[src/rtl/shc_route_pkg.sv]
package shc_route_pkg;

    localparam int unsigned ADDR_W = 32;
    localparam int unsigned DATA_W = 32;

    typedef enum logic [1:0] {
        CAP_FULL    = 2'b00,
        CAP_HALF    = 2'b01,
        CAP_QUARTER = 2'b10,
        CAP_BYPASS  = 2'b11
    } cap_e;

    typedef enum logic {
        PATH_SHARED = 1'b0,
        PATH_MEM    = 1'b1
    } path_e;

    typedef enum logic {
        TX_IDLE = 1'b0,
        TX_WAIT = 1'b1
    } tx_state_e;

    typedef struct packed {
        logic              we;
        logic [ADDR_W-1:0] addr;
        logic [DATA_W-1:0] wdata;
    } miss_req_t;

    // Partial capacity is only legal while this core runs alone.
    function automatic cap_e fold_cap(cap_e code, logic peer);
        if (peer && (code == CAP_HALF || code == CAP_QUARTER))
            return CAP_FULL;
        return code;
    endfunction

    function automatic int unsigned ways_for(cap_e code, int unsigned total);
        case (code)
            CAP_FULL:    return total;
            CAP_HALF:    return total / 2;
            CAP_QUARTER: return total / 4;
            default:     return 0;
        endcase
    endfunction

endpackage

[src/rtl/shc_cfg_reg.sv]
module shc_cfg_reg
    import shc_route_pkg::*;
(
    input  logic clk,
    input  logic rst,
    input  logic wr_en,
    input  cap_e wr_code,
    input  logic idle,
    output cap_e pend_code,
    output cap_e act_code,
    output logic switching
);
    cap_e pend_q, act_q;

    always_ff @(posedge clk) begin
        if (rst) begin
            pend_q <= CAP_FULL;
            act_q  <= CAP_FULL;
        end else begin
            if (wr_en)
                pend_q <= wr_code;
            if (idle && (pend_q != act_q))
                act_q <= pend_q;
        end
    end

    assign pend_code = pend_q;
    assign act_code  = act_q;
    assign switching = (pend_q != act_q);

    p_readback_r6: assert property (@(posedge clk) disable iff (rst)
        wr_en |=> (pend_q == $past(wr_code)));

    p_commit_idle_r7: assert property (@(posedge clk) disable iff (rst)
        !$stable(act_q) |-> $past(idle));

endmodule

[src/rtl/shc_mode_map.sv]
module shc_mode_map
    import shc_route_pkg::*;
#(
    parameter int unsigned WAYS = 16
) (
    input  logic            clk,
    input  logic            rst,
    input  cap_e            act_code,
    input  logic            core_active,
    input  logic            peer_active,
    input  logic            peer_all_bypass,
    output cap_e            eff_code,
    output logic [WAYS-1:0] way_en,
    output logic            sleep_req
);
    localparam int unsigned CW = $clog2(WAYS + 1);

    cap_e          eff;
    logic [CW-1:0] n_en;

    assign eff  = fold_cap(act_code, peer_active);
    assign n_en = CW'(ways_for(eff, WAYS));

    for (genvar i = 0; i < WAYS; i++) begin : g_way
        assign way_en[i] = (CW'(i) < n_en);
    end

    assign eff_code  = eff;
    assign sleep_req = peer_all_bypass && (!core_active || eff == CAP_BYPASS);

    p_sleep_peer_r9: assert property (@(posedge clk) disable iff (rst)
        sleep_req |-> peer_all_bypass);

    p_shared_full_r3: assert property (@(posedge clk) disable iff (rst)
        (peer_active && act_code != CAP_BYPASS) |-> (&way_en));

endmodule

[src/rtl/shc_txn_ctl.sv]
module shc_txn_ctl
    import shc_route_pkg::*;
(
    input  logic              clk,
    input  logic              rst,
    input  cap_e              eff_code,
    input  logic              hold,
    output logic              idle,
    input  logic              l1_req_valid,
    output logic              l1_req_ready,
    input  miss_req_t         l1_req,
    output logic              l2_req_valid,
    input  logic              l2_req_ready,
    output logic              mem_req_valid,
    input  logic              mem_req_ready,
    output miss_req_t         down_req,
    input  logic              l2_rsp_valid,
    output logic              l2_rsp_ready,
    input  logic [DATA_W-1:0] l2_rsp_data,
    input  logic              mem_rsp_valid,
    output logic              mem_rsp_ready,
    input  logic [DATA_W-1:0] mem_rsp_data,
    output logic              l1_rsp_valid,
    input  logic              l1_rsp_ready,
    output logic [DATA_W-1:0] l1_rsp_data
);
    tx_state_e st_q;
    path_e     tag_q;
    path_e     pick;
    logic      open_q;
    logic      waiting;

    assign pick    = (eff_code == CAP_BYPASS) ? PATH_MEM : PATH_SHARED;
    assign open_q  = (st_q == TX_IDLE) && !hold;
    assign waiting = (st_q == TX_WAIT);

    assign l2_req_valid  = open_q && l1_req_valid && (pick == PATH_SHARED);
    assign mem_req_valid = open_q && l1_req_valid && (pick == PATH_MEM);
    assign l1_req_ready  = open_q && ((pick == PATH_MEM) ? mem_req_ready : l2_req_ready);
    assign down_req      = l1_req;

    assign l1_rsp_valid  = waiting && ((tag_q == PATH_MEM) ? mem_rsp_valid : l2_rsp_valid);
    assign l1_rsp_data   = (tag_q == PATH_MEM) ? mem_rsp_data : l2_rsp_data;
    assign l2_rsp_ready  = waiting && (tag_q == PATH_SHARED) && l1_rsp_ready;
    assign mem_rsp_ready = waiting && (tag_q == PATH_MEM) && l1_rsp_ready;

    assign idle = (st_q == TX_IDLE);

    always_ff @(posedge clk) begin
        if (rst) begin
            st_q  <= TX_IDLE;
            tag_q <= PATH_SHARED;
        end else begin
            case (st_q)
                TX_IDLE: if (l1_req_valid && l1_req_ready) begin
                    st_q  <= TX_WAIT;
                    tag_q <= pick;
                end
                TX_WAIT: if (l1_rsp_valid && l1_rsp_ready)
                    st_q <= TX_IDLE;
                default: st_q <= TX_IDLE;
            endcase
        end
    end

    p_one_port_r4: assert property (@(posedge clk) disable iff (rst)
        mem_req_valid |-> !l2_req_valid);

    p_single_txn_r10: assert property (@(posedge clk) disable iff (rst)
        (l1_req_valid && l1_req_ready) |=> !l1_req_ready);

    p_tag_port_r8: assert property (@(posedge clk) disable iff (rst)
        (waiting && tag_q == PATH_MEM) |-> !l2_rsp_ready);

endmodule

[src/rtl/shc_route_top.sv]
module shc_route_top
    import shc_route_pkg::*;
#(
    parameter int unsigned WAYS = 16
) (
    input  logic              clk,
    input  logic              rst,
    input  logic              cfg_wr_en,
    input  logic [1:0]        cfg_wr_code,
    output logic [1:0]        cfg_rd_code,
    input  logic              core_active,
    input  logic              peer_active,
    input  logic              peer_all_bypass,
    input  logic              l1_req_valid,
    output logic              l1_req_ready,
    input  logic              l1_req_we,
    input  logic [ADDR_W-1:0] l1_req_addr,
    input  logic [DATA_W-1:0] l1_req_wdata,
    output logic              l2_req_valid,
    input  logic              l2_req_ready,
    output logic              l2_req_we,
    output logic [ADDR_W-1:0] l2_req_addr,
    output logic [DATA_W-1:0] l2_req_wdata,
    input  logic              l2_rsp_valid,
    output logic              l2_rsp_ready,
    input  logic [DATA_W-1:0] l2_rsp_data,
    output logic              mem_req_valid,
    input  logic              mem_req_ready,
    output logic              mem_req_we,
    output logic [ADDR_W-1:0] mem_req_addr,
    output logic [DATA_W-1:0] mem_req_wdata,
    input  logic              mem_rsp_valid,
    output logic              mem_rsp_ready,
    input  logic [DATA_W-1:0] mem_rsp_data,
    output logic              l1_rsp_valid,
    input  logic              l1_rsp_ready,
    output logic [DATA_W-1:0] l1_rsp_data,
    output logic [WAYS-1:0]   way_en,
    output logic              sleep_req
);
    cap_e      pend_code, act_code, eff_code;
    logic      switching, idle;
    miss_req_t up_req, dn_req;

    assign up_req = '{we: l1_req_we, addr: l1_req_addr, wdata: l1_req_wdata};

    shc_cfg_reg u_cfg (
        .clk       (clk),
        .rst       (rst),
        .wr_en     (cfg_wr_en),
        .wr_code   (cap_e'(cfg_wr_code)),
        .idle      (idle),
        .pend_code (pend_code),
        .act_code  (act_code),
        .switching (switching)
    );

    shc_mode_map #(.WAYS(WAYS)) u_map (
        .clk             (clk),
        .rst             (rst),
        .act_code        (act_code),
        .core_active     (core_active),
        .peer_active     (peer_active),
        .peer_all_bypass (peer_all_bypass),
        .eff_code        (eff_code),
        .way_en          (way_en),
        .sleep_req       (sleep_req)
    );

    shc_txn_ctl u_txn (
        .clk           (clk),
        .rst           (rst),
        .eff_code      (eff_code),
        .hold          (switching),
        .idle          (idle),
        .l1_req_valid  (l1_req_valid),
        .l1_req_ready  (l1_req_ready),
        .l1_req        (up_req),
        .l2_req_valid  (l2_req_valid),
        .l2_req_ready  (l2_req_ready),
        .mem_req_valid (mem_req_valid),
        .mem_req_ready (mem_req_ready),
        .down_req      (dn_req),
        .l2_rsp_valid  (l2_rsp_valid),
        .l2_rsp_ready  (l2_rsp_ready),
        .l2_rsp_data   (l2_rsp_data),
        .mem_rsp_valid (mem_rsp_valid),
        .mem_rsp_ready (mem_rsp_ready),
        .mem_rsp_data  (mem_rsp_data),
        .l1_rsp_valid  (l1_rsp_valid),
        .l1_rsp_ready  (l1_rsp_ready),
        .l1_rsp_data   (l1_rsp_data)
    );

    assign cfg_rd_code   = pend_code;
    assign l2_req_we     = dn_req.we;
    assign l2_req_addr   = dn_req.addr;
    assign l2_req_wdata  = dn_req.wdata;
    assign mem_req_we    = dn_req.we;
    assign mem_req_addr  = dn_req.addr;
    assign mem_req_wdata = dn_req.wdata;

    p_reset_full_r1: assert property (@(posedge clk)
        $past(rst) |-> (cfg_rd_code == 2'b00 && (&way_en)));

endmodule

[config.mk]
export PLATFORM = sky130hd
export DESIGN_NAME = shc_route_top
export DESIGN_NICKNAME = d
export VERILOG_FILES = /design/src/rtl/shc_route_pkg.sv /design/src/rtl/shc_cfg_reg.sv /design/src/rtl/shc_mode_map.sv /design/src/rtl/shc_txn_ctl.sv /design/src/rtl/shc_route_top.sv
export SDC_FILE = /design/constraint.sdc
export NUM_CORES = 1
export LEC_CHECK = 0
export ABC_AREA = 1
export BUFFER_PORTS_ARGS = -buffer_cell sky130_fd_sc_hd__buf_2
export CAP_MARGIN = 20
export CORE_AREA = 2 2 130 132
export DETAILED_ROUTE_END_ITERATION = 7
export DIE_AREA = 0 0 132 134
export HOLD_SLACK_MARGIN = 0.1
export PLACE_DENSITY = 0.42
export SETUP_SLACK_MARGIN = 0.05
export SLEW_MARGIN = 40
export SYNTH_ARGS = -nofsm -noshare
export SYNTH_HDL_FRONTEND = slang
export SYNTH_SLANG_ARGS = --single-unit
[constraint.sdc]
create_clock -name clk -period 2.9 [get_ports clk]
set_input_delay 0.87 -clock clk [delete_from_list [all_inputs] [get_ports clk]]
set_output_delay 0.87 -clock clk [all_outputs]
set_load 0.03 [all_outputs]
# Word level (Yosys, flattened, before mapping)
# Index checks and enable logic that the tools add are counted.
# totals
ff_bits	6
input_bits	143
out_inout_bits	187
wordCells	61
# classes
magnitude_cmp	16
eq_ne	6
mux	11
bitwise_logic	3
reduce_logical	21
# op_table
op	n
< comparator 4 x 5 -> 1 bit (first input constant)	8
two-way mux 32 bit	1
< comparator 3 x 5 -> 1 bit (first input constant)	4
logical AND 1 bit	15
one-hot mux 5 bit (3 select lines)	1
< comparator 1 x 5 -> 1 bit (first input constant)	2
< comparator 2 x 5 -> 1 bit (first input constant)	2
== test 2 bit (second input constant)	3
two-way mux 1 bit	6
== test 2 x 1 -> 1 bit (second input constant)	2
two-way mux 2 bit	2
NOT 1 bit	3
logical NOT 1 bit	2
logical NOT 2 bit	1
logical OR 1 bit	2
inequality test 2 bit	1
one-hot mux 1 bit (2 select lines)	1
AND reduction 2 bit	1

# Depth between registers and ports, before layout
# depth
depth_word	12
depth_mapped	7
ltp_nobuf	7

# Cells and area by module
# A second synthesis with hierarchy kept.
# unflattened
cells_unflattened	323
area_unflattened_um2	1928.1
# by_module_without_submodules
module	instances	cells_per_inst	area_per_inst_um2	seq_area_each_um2
shc_txn_ctl	1	204	1096.1	40.0
shc_route_top	1	65	488.0	0.0
shc_cfg_reg	1	30	182.7	80.1
shc_mode_map	1	24	161.4	0.0

# Worst setup path before layout
# No wires, ideal clock.
# synth_timing
kind	input-to-output
startpoint	in peer_active
endpoint	out way_en[10]
arrival_time_ps	1770
required_time_ps	2030
slack_ps	260
cell_stages	3
path_buffers	1
cell_sequence	nand2_1 > o21ai_0 > buf_4
# synth_via
elab_chain_cells	6
word_cells_on_any_way	8
cone_classes	order compare: 1; eq/ne: 2; mux: 3; reduce/logical: 2
# synth_lines
item	line	rtl
start: declaration	shc_route_top.sv:12	input logic peer_active,
logical AND 1 bit *	shc_route_pkg.sv:31	if (peer && (code == CAP_HALF || code == CAP_QUARTER))
two-way mux 1 bit *	shc_route_pkg.sv:31	
two-way mux 2 bit *	shc_route_pkg.sv:33	return code;
== test 2 bit, or another cell as far along	shc_route_pkg.sv:37	case (code)
one-hot mux 5 bit (3 select lines) *	shc_route_pkg.sv:37	
< comparator 4 x 5 -> 1 bit *	shc_mode_map.sv:25	assign way_en[i] = (CW'(i) < n_en);
end: declaration	shc_route_top.sv:38	output logic [WAYS-1:0] way_en,
# Mark *: on every way between the ends. The rest lies on a longest branch, timed or not.

# Worst setup path in the final report
# layout_timing
startpoint	in peer_active
endpoint	out way_en[8]
# Same word-level chain as after synthesis.

==> impl_metrics.env <==
export IMPL_status="completed"
export IMPL_irDropWorstVdd_mv=0.123
export IMPL_syn_to_final_growth_pct=-3.85
export IMPL_maxCapViolations=0
export IMPL_core_area_um2=16300
export IMPL_nets=438
export IMPL_rows=47
export IMPL_synth_common_cells="144 x buf_4, 109 x nand2_1, 8 x nor2_1, 6 x dfxtp_1, 5 x inv_1"
export IMPL_fin_area_um2=1780
export IMPL_finalHoldViolations=0
export IMPL_clock_skew_ns=0.000486
export IMPL_cp_slowest_cell="buf_2"
export IMPL_grt_pass1_wl_um=7930
export IMPL_final_setup_tns_ns=0
export IMPL_end_kind="output pin"
export IMPL_cts_root_buf="clkbuf_16"
export IMPL_gp_congestion=0.693
export IMPL_first_global_vias=1425
export IMPL_dr_pass1_iters=3
export IMPL_cp_data_arrival_time_ns=1.56
export IMPL_syn_nets=447
export IMPL_io_pins=330
export IMPL_vias=1542
export IMPL_die_x_um=132
export IMPL_viasPerCell=3.02
export IMPL_pwr_share_clk=0.374
export IMPL_netlist_area_leader_share=0.584
export IMPL_min_from="u_cfg.pend_code[0]"
export IMPL_seq_power_share=0.163
export IMPL_wl_um=5570
export IMPL_timing_fmax_ghz=0.411
export IMPL_yosysWarnings=0
export IMPL_pwr_density_cell_nw_per_um2=327
export IMPL_antenna_cells=0
export IMPL_tightest_slew_ns=0.624
export IMPL_clk_path_buf_depth=2
export IMPL_overflow=0
export IMPL_utilization=0.109
export IMPL_switching_share=0.386
export IMPL_placed_area_um2=1700
export IMPL_min_period_over_period=0.839
export IMPL_yosysUniqueCellTypes=21
export IMPL_netSwitchingPower_uw=224
export IMPL_drive_gt1_frac=0.509
export IMPL_max_stage_delay_ns=0.31
export IMPL_io_buffer_count=134
export IMPL_clk_pin_slew_ns=0.03
export IMPL_antenna_found_initial=0
export IMPL_grt_usage=0.0561
export IMPL_p_leak_nw=1.00
export IMPL_post_drt_wl_per_cell_um=10.9
export IMPL_crit_fanout=8
export IMPL_numCtsBuffers=3
export IMPL_dp_hpwl_um=4710
export IMPL_critical_path_required_ns=2.03
export IMPL_synth_top_flop_cell="dfxtp_1"
export IMPL_drtIter0Drc=31
export IMPL_synth_area_leader_cell="buf_4"
export IMPL_n_fill_cell=1949
export IMPL_crit_chain="buf_2 -> nand2_1 -> o21ai_0 -> buf_2"
export IMPL_async_flop_share=0
export IMPL_dpl_cell_count=508
export IMPL_critPathMostFrequentCell="buf_2"
export IMPL_reg2reg_depth=5
export IMPL_synth_area_leaders="buf_4 58%, nand2_1 22%, dfxtp_1 6.5%"
export IMPL_initial_utilization=0.114
export IMPL_finalPower_uw=582
export IMPL_dieArea_um2=17700
export IMPL_fin_worst_hold_slack_ns=0.528
export IMPL_combPwrFrac=0.463
export IMPL_synth_seq_cells=6
export IMPL_final_min_clock_period_ns=2.43
export IMPL_slew_limit_headroom=0.580
export IMPL_whs_path_depth=2
export IMPL_critical_path_class="input pin to output pin"
export IMPL_r2r_setup_slack_ns=1.60
export IMPL_hold_path_end="u_cfg.pend_code[0]"
export IMPL_clock_sinks=6
export IMPL_final_cells=511
export IMPL_die_h_um=134
export IMPL_synth_most_common_cell="buf_4"
export IMPL_ys_seq_area_frac=0.0649
export IMPL_hold_path_class="register to register"
export IMPL_htreeDepth=1
export IMPL_avgSynthCellArea_um2=6.13
export IMPL_syn_area_um2=1850
export IMPL_syn_inst=302
export IMPL_setup_ws_ns=0.468
export IMPL_dp_slack_ns=0.441
export IMPL_timing_rr_end="u_txn.st_q"
export IMPL_drc=0
export IMPL_worst_skew_pair_late_latency_ns=0.22
export IMPL_internal_power_uw=358
export IMPL_grt_max_degree=36
export IMPL_slew_violations=0
export IMPL_cts_hold_fix_buffers=0
export IMPL_synth_edf_count=0
export IMPL_rsz0062_at_grt="false"
export IMPL_ant_nets=0
export IMPL_cts_resized=0
export IMPL_startpoint_type="input pin"
export IMPL_cts_setup_buffers=0
export IMPL_r2r_start="u_txn.tag_q"
export IMPL_cts_tree="done"
export IMPL_setup_violations=0
## worst max path at each step
stage | startpoint | endpoint
final | peer_active | way_en[8]
after global routing | u_txn.tag_q | l1_rsp_valid
after CTS | u_txn.tag_q | l1_rsp_valid
after detailed placement | peer_active | way_en[9]
after global placement | peer_active | way_en[10]
after floorplan | peer_active | way_en[10]
## worst max-delay path, delay by kind of cell
kind | cells | cell delay [ns]
AO/OA/AOI/OAI | 1 | 0.24
buffers and inverters | 2 | 0.39
AND/OR/NAND/NOR | 1 | 0.05
## registers in the layout, indices dropped and copies added (netlist names)
signal and cells:
u_txn.tag_q 1, u_cfg.act_code 2, u_cfg.pend_code 2, u_txn.st_q 1
## layout make-up
class                           count  area (um2)  share of cell area
Timing Repair Buffer              136         686               0.385
Multi-Input combinational cell    137         589               0.331
Sequential cell                     6         120              0.0675
Tap cell                          220         275               0.155
Clock buffer                        3        75.1              0.0422
Inverter                            9        33.8              0.0190
## routing by layer
metal	vias up	global-route usage	share of wire
met4	0	0.0513	0.077
met3	65	0.0185	0.12
met5	-	0	0
li1	753	-	-
met2	116	0.0932	0.44
met1	608	0.0559	0.36
## kinds of logic after synthesis
| group | share of synthesized area |
|---|---|
| simple gates | 0.273 |
| fa+ha+maj | 0.0135 |
| compound gates | 0.0318 |
| buf+inv | 0.617 |
| flops | 0.0649 |
## power by group through the flow
stage	clock network [mW]	registers, mW	logic (mW)
floorplan	0	0.0977	0.519
detailed placement	0	0.0961	0.272
global route	0.224	0.0958	0.291
CTS	0.219	0.0950	0.273
finish	0.218	0.0948	0.270
global placement	0	0.0960	0.272
## layout by cell type, fill, tap and decap left out
cell type	n
nor2_2	1
nand2_1	109
o21ai_0	1
nand4_1	1
nor2_1	8
buf_2	134
nor3b_1	1
nand3_2	2
clkbuf_16	3
a211oi_1	2
inv_2	4
nor3_1	3
a21oi_1	3
buf_4	2
ha_1	2
a21boi_2	1
nor2_4	1
dfxtp_1	6
inv_1	5
o21ai_1	1
a21boi_0	1
(Power assumes the default switching activity.)
